===== config.mk =====
export PLATFORM = sky130hd
export DESIGN_NAME = bus_stretch_ctrl
export DESIGN_NICKNAME = d
export VERILOG_FILES = /design/src/rtl/bus_stretch_ctrl.sv
export SDC_FILE = /design/constraint.sdc
export NUM_CORES = 1
export LEC_CHECK = 0
export ABC_AREA = 1
export BUFFER_PORTS_ARGS = -buffer_cell sky130_fd_sc_hd__buf_2
export CELL_PAD_IN_SITES_DETAIL_PLACEMENT = 1
export CELL_PAD_IN_SITES_GLOBAL_PLACEMENT = 2
export CORE_MARGIN = 4
export CORE_UTILIZATION = 28
export CTS_BUF_LIST = sky130_fd_sc_hd__clkbuf_8
export CTS_CLUSTER_DIAMETER = 80
export DETAILED_ROUTE_END_ITERATION = 12
export MAX_ROUTING_LAYER = met4
export PLACE_DENSITY_LB_ADDON = 0.1
export SYNTH_ARGS = -nofsm -noshare
export SYNTH_HDL_FRONTEND = slang
export SYNTH_SLANG_ARGS = --single-unit

===== constraint.sdc =====
create_clock -name clk -period 2 [get_ports clk]
set_clock_uncertainty 0.15 [all_clocks]
set_input_delay 0.4 -clock clk [delete_from_list [all_inputs] [get_ports clk]]
set_output_delay 0.4 -clock clk [all_outputs]
set_load 0.02 [all_outputs]

===== src/rtl/bus_stretch_ctrl.sv =====
`timescale 1ns/1ps
module bus_stretch_ctrl #(
  parameter int WAIT_W = 2
) (
  input  logic              clk,
  input  logic              rst_n,
  input  logic              req_valid,
  input  logic [2:0]        req_kind,
  input  logic              req_ext,
  input  logic              req_misal_ok,
  input  logic              narrow_bus,
  input  logic              req_addr0,
  input  logic [WAIT_W-1:0] req_cs_wait,
  input  logic              req_free,
  input  logic [15:0]       req_wdata,
  output logic              busy,
  output logic              bus_act,
  output logic              bus_we,
  output logic              bus_wide,
  output logic              bus_second,
  output logic              bus_addr0,
  output logic [15:0]       bus_wdata,
  input  logic [15:0]       bus_rdata,
  output logic              rd_valid,
  output logic [15:0]       rd_data
);

  localparam logic [2:0] K_RD8  = 3'd0;
  localparam logic [2:0] K_WR8  = 3'd1;
  localparam logic [2:0] K_RD16 = 3'd2;
  localparam logic [2:0] K_WR16 = 3'd3;
  localparam logic [2:0] K_VEC  = 3'd4;
  localparam logic [2:0] K_CRD8 = 3'd5;
  localparam logic [2:0] K_CWR8 = 3'd6;
  localparam logic [2:0] K_CRD16 = 3'd7;

  logic is_word, is_cond, is_wr, is_vec, misal, split_d, free_d;
  logic [WAIT_W-1:0] wst_d;

  assign is_word = (req_kind == K_RD16) | (req_kind == K_WR16) |
                   (req_kind == K_VEC)  | (req_kind == K_CRD16);
  assign is_cond = (req_kind == K_CRD8) | (req_kind == K_CWR8) | (req_kind == K_CRD16);
  assign is_wr   = (req_kind == K_WR8) | (req_kind == K_WR16) | (req_kind == K_CWR8);
  assign is_vec  = (req_kind == K_VEC);
  assign misal   = ~is_vec & req_addr0 & ~req_misal_ok;
  assign split_d = is_word & ((req_ext & narrow_bus) | misal);
  assign free_d  = is_cond & req_free;
  assign wst_d   = req_ext ? req_cs_wait : '0;

  logic busy_q, free_q, two_q, wide_q, we_q, a0_q, ph_q, vld_q;
  logic [WAIT_W-1:0] wait_q, cnt_q;
  logic [15:0] wd_q, rb_q;

  logic acc, act, beat_end;
  assign acc      = req_valid & ~busy_q;
  assign act      = busy_q & ~free_q;
  assign beat_end = act & (cnt_q == '0);

  always_ff @(posedge clk or negedge rst_n) begin
    if (!rst_n) begin
      busy_q <= 1'b0;
      free_q <= 1'b0;
      two_q  <= 1'b0;
      wide_q <= 1'b0;
      we_q   <= 1'b0;
      a0_q   <= 1'b0;
      ph_q   <= 1'b0;
      vld_q  <= 1'b0;
      wait_q <= '0;
      cnt_q  <= '0;
      wd_q   <= '0;
    end else begin
      vld_q <= 1'b0;
      if (acc) begin
        busy_q <= 1'b1;
        free_q <= free_d;
        two_q  <= split_d;
        wide_q <= is_word & ~split_d;
        we_q   <= is_wr;
        a0_q   <= req_addr0 & ~is_vec;
        ph_q   <= 1'b0;
        wait_q <= wst_d;
        cnt_q  <= wst_d;
        wd_q   <= req_wdata;
      end else if (busy_q) begin
        if (free_q) begin
          busy_q <= 1'b0;
        end else if (cnt_q != '0) begin
          cnt_q <= cnt_q - 1'b1;
        end else if (two_q && !ph_q) begin
          ph_q  <= 1'b1;
          cnt_q <= wait_q;
        end else begin
          busy_q <= 1'b0;
          vld_q  <= ~we_q;
        end
      end
    end
  end

  always_ff @(posedge clk or negedge rst_n) begin
    if (!rst_n) begin
      rb_q <= '0;
    end else if (beat_end && !we_q) begin
      if (wide_q)     rb_q <= bus_rdata;
      else if (!two_q) rb_q <= {8'h00, bus_rdata[7:0]};
      else if (!ph_q) rb_q[15:8] <= bus_rdata[7:0];
      else            rb_q[7:0]  <= bus_rdata[7:0];
    end
  end

  assign busy       = busy_q;
  assign bus_act    = act;
  assign bus_we     = act & we_q;
  assign bus_wide   = act & wide_q;
  assign bus_second = act & ph_q;
  assign bus_addr0  = act & (a0_q ^ ph_q);
  assign bus_wdata  = !act   ? 16'h0000 :
                      wide_q ? wd_q :
                      {8'h00, (two_q && !ph_q) ? wd_q[15:8] : wd_q[7:0]};
  assign rd_valid   = vld_q;
  assign rd_data    = rb_q;

  // transfers only inside an access
  p_act_in_busy_r9: assert property (@(posedge clk) disable iff (!rst_n)
    bus_act |-> busy);

  // a free access lasts a single cycle
  p_free_one_cycle_r8: assert property (@(posedge clk) disable iff (!rst_n)
    (busy_q && free_q) |=> !busy_q);

  // a wait state keeps the same byte lane on the bus
  p_wait_hold_r6: assert property (@(posedge clk) disable iff (!rst_n)
    (act && cnt_q != '0) |=> (bus_act && $stable(bus_second)));

  // the second byte follows a transfer of the same access
  p_second_follows_r3: assert property (@(posedge clk) disable iff (!rst_n)
    $rose(bus_second) |-> ($past(bus_act) && !bus_wide));

  // result pulse is single and follows the busy window
  p_vld_pulse_r10: assert property (@(posedge clk) disable iff (!rst_n)
    rd_valid |=> !rd_valid);
  p_vld_after_busy_r10: assert property (@(posedge clk) disable iff (!rst_n)
    rd_valid |-> (!busy && $past(busy)));

endmodule


==> flow_metrics.tcl, run 1 <==
set metrics [dict create \
    placed_area_mm2 0.002741 \
    cp.arrival_ps 1390 \
    worstSkewPairLatency_ps 290 \
    synth_area_leaders "dfrtp_1 (50%), nand2_1 (18%), o21ai_0 (6.6%)" \
    clkTransAtPathRegs_ps 80 \
    cts_root_buffer "clkbuf_8" \
    pin_count 84 \
    io_buffer_count 83 \
    grt-ovfl-total 0 \
    layout_common_cells "nand2_1 (107), buf_2 (77), dfrtp_1 (43)" \
    reg2reg_to "rd_data[3]" \
    cts_tree "built" \
    synth_top_area_cell "dfrtp_1" \
    grt_pass1_vias 2128 \
    grt.met1_usage_pct 19.14 \
    die_area_mm2 0.009377 \
    place_hpwl_um 4964 \
    ff2ff_setup_slack_ps 410 \
    die_w_um 96.84 \
    status "finished, final reports clean" \
    busiest_layer "met2" \
    grt_max_degree 29 \
    synth_seq_cells 44 \
    dr.pass1.iters 4 \
    synth.top_cell.area_share_pct 49.83 \
    reg2reg_depth 7 \
    final-setup-viol-count 0 \
    tritoncts.num_buffers 5 \
    maxCapViolations 0 \
    antenna_cells 0 \
    use_met3_pct 3.461 \
    clockBufferDepth 2 \
    setup.worst_path.class "reg2out" \
    layout_min_cycle_time_ps 1940 \
    drive_gt1_share_pct 33.33 \
    post-place-ws_ps 303.7 \
    areaGrowthSynthToFinish_pct 30.46 \
    fill_cells 972 \
    worstHoldStart "req_wdata[11]" \
    dp.cells 459 \
    seq_area_frac_synth_pct 49.83 \
    cts.sinks 44 \
    fin_crit_sh_pct 96.99 \
    wl_um 6441 \
    hold_viol_final 0 \
    drt_iter0_drc 34 \
    synth_area_mm2 0.002210 \
    worst_slack_ps 60.12 \
    slew_headroom_pct 71.07 \
    gr-usage-met2_pct 22.51 \
    die_h_um 96.84 \
    worstMarginPinSlew_ps 434.0 \
    core_area_mm2 0.007687 \
    drtAntennaViolNets 0 \
    hold_path.class "in2reg" \
    cp.required_ps 1450 \
    yosysWarnings 0 \
    initial_utilization_pct 28.74 \
    gp_congestion 0.7597 \
    rows 32 \
    r2r_start "free_q" \
    grt_use_total_pct 14.54 \
    antenna_found_initial 0 \
    syn_inst 279 \
    post-route-cell-area_mm2 0.002883 \
    h-tree-depth 2 \
    crit_fanout 9 \
    drc_errors 0 \
    grt_pass1_wl_um 10800 \
    wl_per_cell_um 13.68 \
    powerDensity_mw_per_mm2 1391 \
    holdWs_ps 141.6 \
    num_vias 2090 \
    ys_types 22 \
    setup_tns_ps 0 \
    syn_area_per_cell_um2 7.920 \
    end_kind "output port" \
    fmax_mhz 515.5 \
    mostFrequentLayoutCell "nand2_1" \
    final_nets 414 \
    rsz0062_at_grt "yes" \
    vdd.ir_drop.worst_mv 0.3964 \
    synth_nets 324 \
    power_leakage_uw 0.001587 \
    drv_slew 0 \
    start_kind "flop" \
    hold_path_depth 3 \
    fin_cells 471 \
    viasPerCell 4.437 \
    min_to "wd_q[11]" \
]
-- metal layers --
metal	vias up	wire (um)
met5	-	0
met1	984	3100
li1	1049	-
met4	0	72
met3	8	259
met2	49	3009
-- per-stage QoR --
stage / util [%] / total power (uW)
after detailed placement: 35.66 / 3433
after CTS: 37.17 / 4027
after global placement: 35.66 / 3407
after global routing: 37.50 / 4365
final: 37.50 / 4009
after floorplan: - / 2804
-- power breakdown --
part,leakage (uW),switching [uW],internal [uW]
clock network,0.0000452,295,233
logic,0.000986,1330,672
registers,0.000556,226,1260
-- area by class of cell --
type	count	area (um2)	share of cell area, %
multi-input combinational	194	932.1	32.34
tap	102	127.6	4.427
clock inverter	2	8.758	0.3038
clock buffer	5	68.82	2.387
timing repair buffer	90	510.5	17.71
inverter	33	127.6	4.427
timing repair inverter	1	5.005	0.1736
sequential	44	1102	38.24
-- cell usage after synthesis, drive strengths merged --
| cell type | n |
|---|---|
| inv | 32 |
| nand2 | 113 |
| clkbuf | 1 |
| nand3 | 12 |
| clkinv | 1 |
| o21ai | 37 |
| o22ai | 2 |
| dfrtp | 44 |
| a21oi | 10 |
| o21bai | 1 |
| nor2 | 17 |
| buf | 8 |
| nand4 | 1 |
-- cell families (layout without fill, tap and decap cells) --
logic type | Yosys count | count (layout) | synth area share (%)
simple gates | 143 | 144 | 28.65
compound gates | 50 | 50 | 12.91
flops | 44 | 44 | 49.83
buf+inv | 42 | 131 | 8.606
-- critical path, cell delays in order (launching register included) --
cell     delay, ps
dfrtp_1        410
nor2_4         200
nand2_4        100
o21ai_0        160
a21oi_1         70
buf_4          160
-- how the worst max path moves through the flow --
stage / startpoint / to / slack, ps
after floorplan: busy / bus_addr0 / 190
final: wide_q / bus_wdata[0] / 60
after CTS: free_q / bus_wdata[3] / 20
after global placement: two_q / bus_wdata[0] / 340
after global routing: wide_q / bus_wdata[5] / -30
after detailed placement: two_q / bus_wdata[7] / 300
-- sequential cells by signal, summed over array words and instances, names as in the netlist, 2 cells and up --
signal   flops
cnt_q        2
rd_data     16
wait_q       2
wd_q        16
-- repair_timing --
action / 4_1_cts / 5_1_grt
hold buffers: 1 / 0
cloned: 1 / 1
endpoints found under the hold margin: 16 / 0
setup endpoints to repair: 6 / 10
gates resized for setup: 4 / 12
pin swaps: 2 / 1
setup buffers: 2 / 0
No activity file was read; power rests on OpenSTA's default activity.
==> inputs of run 2 (changes only) <==
--- a/config.mk
+++ b/config.mk
@@ -15,7 +15,7 @@
 export CTS_CLUSTER_DIAMETER = 80
 export DETAILED_ROUTE_END_ITERATION = 12
 export MAX_ROUTING_LAYER = met4
-export PLACE_DENSITY_LB_ADDON = 0.1
+export PLACE_DENSITY = 0.86
 export SYNTH_ARGS = -nofsm -noshare
 export SYNTH_HDL_FRONTEND = slang
 export SYNTH_SLANG_ARGS = --single-unit
==> run 2 against run 1 <==
The flow now finishes with violations (setup timing); combinational power increased by 13%; final area increased by 6.5%; cell count increased by 2.1%; clock power increased by 35%; total power increased by 12%.
==> flow_metrics.tcl, run 2 (synthesis results as in run 1) <==
set metrics [dict create \
    status "finished, violations left" \
    violations "setup timing" \
    p_int_uw 2459 \
    h-tree-depth 2 \
    drc_errors 0 \
    grt-ovfl-total 0 \
    powerDensity_mw_per_mm2 1458 \
    layout_common_cells "nand2_1 (107), buf_2 (74), dfrtp_1 (43)" \
    areaGrowthSynthToFinish_pct 38.90 \
    grt_max_degree 22 \
    tritoncts.num_buffers 5 \
    drv_slew 0 \
    gp_congestion 0.7577 \
    mostFrequentLayoutCell "nand2_1" \
    hold_path.class "in2reg" \
    antenna_cells 0 \
    worstMarginPinSlew_ps 498.1 \
    grt_use_total_pct 14.52 \
    final_nets 423 \
    drt_iter0_drc 56 \
    rsz0062_at_grt "yes" \
    worstSkewPairLatency_ps 310 \
    clockPowerShare_pct 15.9 \
    die_w_um 96.84 \
    io_buffer_count 83 \
    power_leakage_uw 0.001652 \
    die_h_um 96.84 \
    end_kind "output port" \
    wl_per_cell_um 14.19 \
    cts_tree "built" \
    drive_gt1_share_pct 37.73 \
    dr.pass1.iters 4 \
    p_sw_uw 2017 \
    initial_utilization_pct 28.74 \
    start_kind "flop" \
    wl_um 6823 \
    p_seq_share_pct 33.6 \
    crit_fanout 8 \
    die_area_mm2 0.009377 \
    grt_pass1_wl_um 10990 \
    post-place-ws_ps 283.3 \
    place_hpwl_um 5021 \
    maxCapViolations 0 \
    drtAntennaViolNets 0 \
    layout_min_cycle_time_ps 2025 \
    clockBufferDepth 2 \
    setup.worst_path.class "reg2out" \
    final-setup-viol-count 3 \
    grt_pass1_vias 2174 \
    comb_power_share_pct 50.5 \
    fin_util_pct 39.93 \
    p_sw_share_pct 45.06 \
    cts.sinks 44 \
    vdd.ir_drop.worst_mv 0.5669 \
    antenna_found_initial 0 \
    worst_slack_ps -25.04 \
    slew_headroom_pct 66.79 \
    ff2ff_setup_slack_ps 260 \
    fmax_mhz 493.8 \
    pin_count 84 \
    viasPerCell 4.418 \
    clkTransAtPathRegs_ps 100 \
    cp.required_ps 1450 \
    num_vias 2125 \
    core_area_mm2 0.007687 \
    holdWs_ps 125.3 \
    cp.arrival_ps 1480 \
    hold_viol_final 0 \
    fin_crit_sh_pct 101.3 \
    setup_tns_ps -44.50 \
    rows 32 \
    cts_root_buffer "clkbuf_8" \
]
[run 2: cell types whose count changed in the layout (fill, tap and decap cells not counted), sizes merged]
cell,delta
bufinv,+1
clkinvlp,-1
buf,+9
clkinv,+1
[run 2: final timing paths]
path / to / startpoint / depth (start not counted)
max: bus_wdata[5] / two_q / 6
min: wd_q[13] / req_wdata[13] / 3
max reg2reg: rd_data[6] / two_q / 9
min reg2reg: rd_data[9] / rd_data[9] / 2
max in group asynchronous: busy / rst_n / 3
min in group asynchronous: rd_data[1] / rst_n / 2
[run 2: what timing repair did]
action | in CTS | in global routing
hold buffers | 1 | 0
resized for setup | 6 | 40
setup endpoints to repair | 9 | 11
endpoints found under the hold margin | 19 | 0
pin swaps | 0 | 8
cloned | 0 | 2
buffers inserted | 2 | 8
[run 2: per-layer routing]
| metal | GRT usage [%] | routed length (um) | part of all wire, % | vias up |
|---|---|---|---|---|
| met4 | 3.564 | 46 | 0.67 | 0 |
| li1 | - | - | - | 1068 |
| met1 | 19.32 | 3207 | 47 | 987 |
| met2 | 22.72 | 3278 | 48 | 66 |
| met3 | 3.028 | 291 | 4.3 | 4 |
| met5 | - | 0 | 0 | - |
[run 2: area by class of cell]
type	instances	area (um2)
timing repair buffer	99	600.6
inverter	33	128.9
tap	102	127.6
timing repair inverter	1	5.005
multi-input combinational	194	989.7
fill	1011	4618
clock inverter	3	46.29
clock buffer	5	68.82
sequential	44	1102
[run 2: metrics by stage]
stage               instance area [um2]  total power, uW  std cells
CTS                                2887             4204        471
floorplan                          2210             2804        279
detailed placement                 2736             3433        460
finish                             3069             4476        481
global route                       3069             4820        481
global placement                   2736             3387        460
[run 2: worst max-delay path, cell delays in order, from the launching register on]
cell and delay [ps]:
dfrtp_1 380, inv_2 50, nor2_4 180, nand2_4 110
buf_12 160, a21oi_2 130, buf_4 150
[run 2: power by group through the flow]
stage | combinational (uW) | clock [uW] | sequential (uW)
floorplan | 1160 | 0 | 1640
global placement | 1900 | 0 | 1490
detailed placement | 1930 | 0 | 1510
CTS | 1980 | 737 | 1490
global route | 2490 | 777 | 1560
finish | 2260 | 711 | 1500
==> inputs of run 3 (changes only) <==
==> config.mk (replaced) <==
export PLATFORM = sky130hd
export DESIGN_NAME = bus_stretch_ctrl
export DESIGN_NICKNAME = d
export VERILOG_FILES = /design/src/rtl/bus_stretch_ctrl.sv
export SDC_FILE = /design/constraint.sdc
export NUM_CORES = 1
export LEC_CHECK = 0
export ABC_AREA = 1
export BUFFER_PORTS_ARGS = -buffer_cell sky130_fd_sc_hd__buf_2
export CORE_ASPECT_RATIO = 0.75
export CORE_MARGIN = 4
export CORE_UTILIZATION = 40
export CTS_CLUSTER_DIAMETER = 80
export DETAILED_ROUTE_END_ITERATION = 12
export MAX_ROUTING_LAYER = met4
export PLACE_DENSITY = 0.7
export SYNTH_ARGS = -nofsm -noshare
export SYNTH_HDL_FRONTEND = slang
export SYNTH_SLANG_ARGS = --single-unit
==> run 3 against run 2 <==
The flow now finishes without violations; total power is 10% lower; critical endpoint is now bus_wdata[0]; utilization increased by 14 points; largest cell class unchanged; count of clock-buffer cells in the layout is 1 higher.
==> flow_metrics.tcl, run 3 (synthesis results as in run 1) <==
set metrics [dict create \
    gp_congestion 0.8846 \
    worstMarginPinSlew_ps 554.5 \
    hold_path.class "in2reg" \
    die_w_um 93.82 \
    r2r_start "free_q" \
    maxCapViolations 0 \
    drc_errors 0 \
    placed_area_mm2 0.002688 \
    die_area_mm2 0.006789 \
    mostFrequentLayoutCell "nand2_1" \
    hold_path_depth 3 \
    worstHoldStart "req_wdata[12]" \
    worstSkewPairLatency_ps 290 \
    final_nets 416 \
    slew_headroom_pct 63.03 \
    die_h_um 72.37 \
    dr.pass1.iters 4 \
    grt_use_total_pct 16.99 \
    initial_utilization_pct 41.28 \
    grt-ovfl-total 0 \
    clkTransAtPathRegs_ps 80 \
    final-setup-viol-count 0 \
    io_buffer_count 83 \
    fmax_mhz 511.0 \
    holdWs_ps 144.5 \
    viasPerCell 4.668 \
    drtAntennaViolNets 0 \
    finalPower_uw 4015 \
    layout_min_cycle_time_ps 1957 \
    grt_max_degree 24 \
    num_vias 2082 \
    min_to "wd_q[12]" \
    crit_fanout 8 \
    setup.worst_path.class "reg2out" \
    core_area_mm2 0.005353 \
    power_leakage_uw 0.001604 \
    areaGrowthSynthToFinish_pct 30.29 \
    h-tree-depth 2 \
    reg2reg_to "rd_data[6]" \
    layout_common_cells "nand2_1 (107), buf_2 (79), dfrtp_1 (44)" \
    vdd.ir_drop.worst_mv 0.5089 \
    fill_cells 542 \
    cts_root_buffer "clkbuf_8" \
    cts.sinks 44 \
    cp.required_ps 1450 \
    place_hpwl_um 4216 \
    start_kind "flop" \
    ff2ff_setup_slack_ps 410 \
    grt_pass1_wl_um 8790 \
    wl_um 5526 \
    drv_slew 0 \
    comb_power_share_pct 50.1 \
    p_sw_share_pct 45.54 \
    wl_per_cell_um 12.39 \
    drive_gt1_share_pct 33.42 \
    status "finished, final reports clean" \
    p_int_uw 2187 \
    tritoncts.num_buffers 5 \
    p_sw_uw 1828 \
    grt_pass1_vias 1863 \
    p_seq_share_pct 37.0 \
    drt_iter0_drc 78 \
    powerDensity_mw_per_mm2 1394 \
    clockPowerShare_pct 12.9 \
    antenna_found_initial 0 \
    cp.arrival_ps 1410 \
    final-seq-area_mm2 0.001101 \
    rsz0062_at_grt "yes" \
    antenna_cells 0 \
    rows 23 \
    fin_crit_sh_pct 97.84 \
    pin_count 84 \
    cts_tree "built" \
    reg2reg_depth 7 \
    clockBufferDepth 2 \
    post-route-cell-area_mm2 0.002879 \
    hold_viol_final 0 \
    multi_input_area_um2 957.2 \
    end_kind "output port" \
]
## run 3: cell count changes in the layout (fill, tap and decap cells not counted), moves of 3 or more
cell / before / now
buf_6: 4 / 0
buf_2: 74 / 79
a21oi_1: 2 / 9
a21oi_2: 5 / 1
a21oi_4: 3 / 0
buf_4: 18 / 10
## run 3: power groups by stage
stage          Clock (uW)  Combinational [uW]  Sequential (uW)
6_report              518                2010             1480
5_1_grt               586                2220             1530
4_1_cts               538                1880             1470
3_5_place_dp            0                1850             1490
3_3_place_gp            0                1820             1490
2_1_floorplan           0                1160             1640
## run 3: cell type report
cell class	instances	share of cell area, %
Inverter	33	4.476
Timing Repair Buffer	92	18.08
Clock buffer	6	2.521
Clock inverter	1	0.1738
Multi-Input combinational cell	195	33.25
Tap cell	75	3.259
Sequential cell	44	38.24
## run 3: routing by layer
metal	vias up	GRT usage, %	part of all wire [%]
met5	-	-	0
met4	0	3.846	1.0
met3	7	4.767	7.6
met2	61	24.94	44
met1	960	23.54	47
li1	1054	-	-
## run 3: what timing repair did
| item | CTS | global route |
|---|---|---|
| gates cloned | 0 | 2 |
| endpoints found under the hold margin | 22 | 0 |
| hold buffers | 1 | 0 |
| setup endpoints to repair | 9 | 9 |
| buffers inserted | 1 | 4 |
| resized for setup | 3 | 14 |
| pin swaps | 1 | 1 |
## run 3: worst max path at each step
stage | startpoint | to | slack [ps] | cells after the start
CTS | free_q | bus_wdata[2] | 20 | 6
detailed placement | busy | bus_wdata[5] | 230 | 5
floorplan | busy | bus_addr0 | 190 | 4
global placement | busy | bus_wdata[0] | 280 | 5
finish | wide_q | bus_wdata[0] | 40 | 5
global route | ph_q | bus_wdata[0] | -40 | 4
## run 3: critical path, stage by stage (launching register included)
cell     delay (ps)
dfrtp_1         410
nor2_4          130
buf_12          130
nand2_4          80
a21oi_1         160
buf_2           190
## run 3: through the flow
step                setup TNS, ps  setup slack (ps)  util (%)  std cells
floorplan                       0             190.0         -        279
global placement                0             281.7     50.21        431
detailed placement              0             231.4     50.21        431
CTS                             0             18.98     52.08        440
global route               -61.33            -36.56     53.79        446
finish                          0             43.22     53.79        446
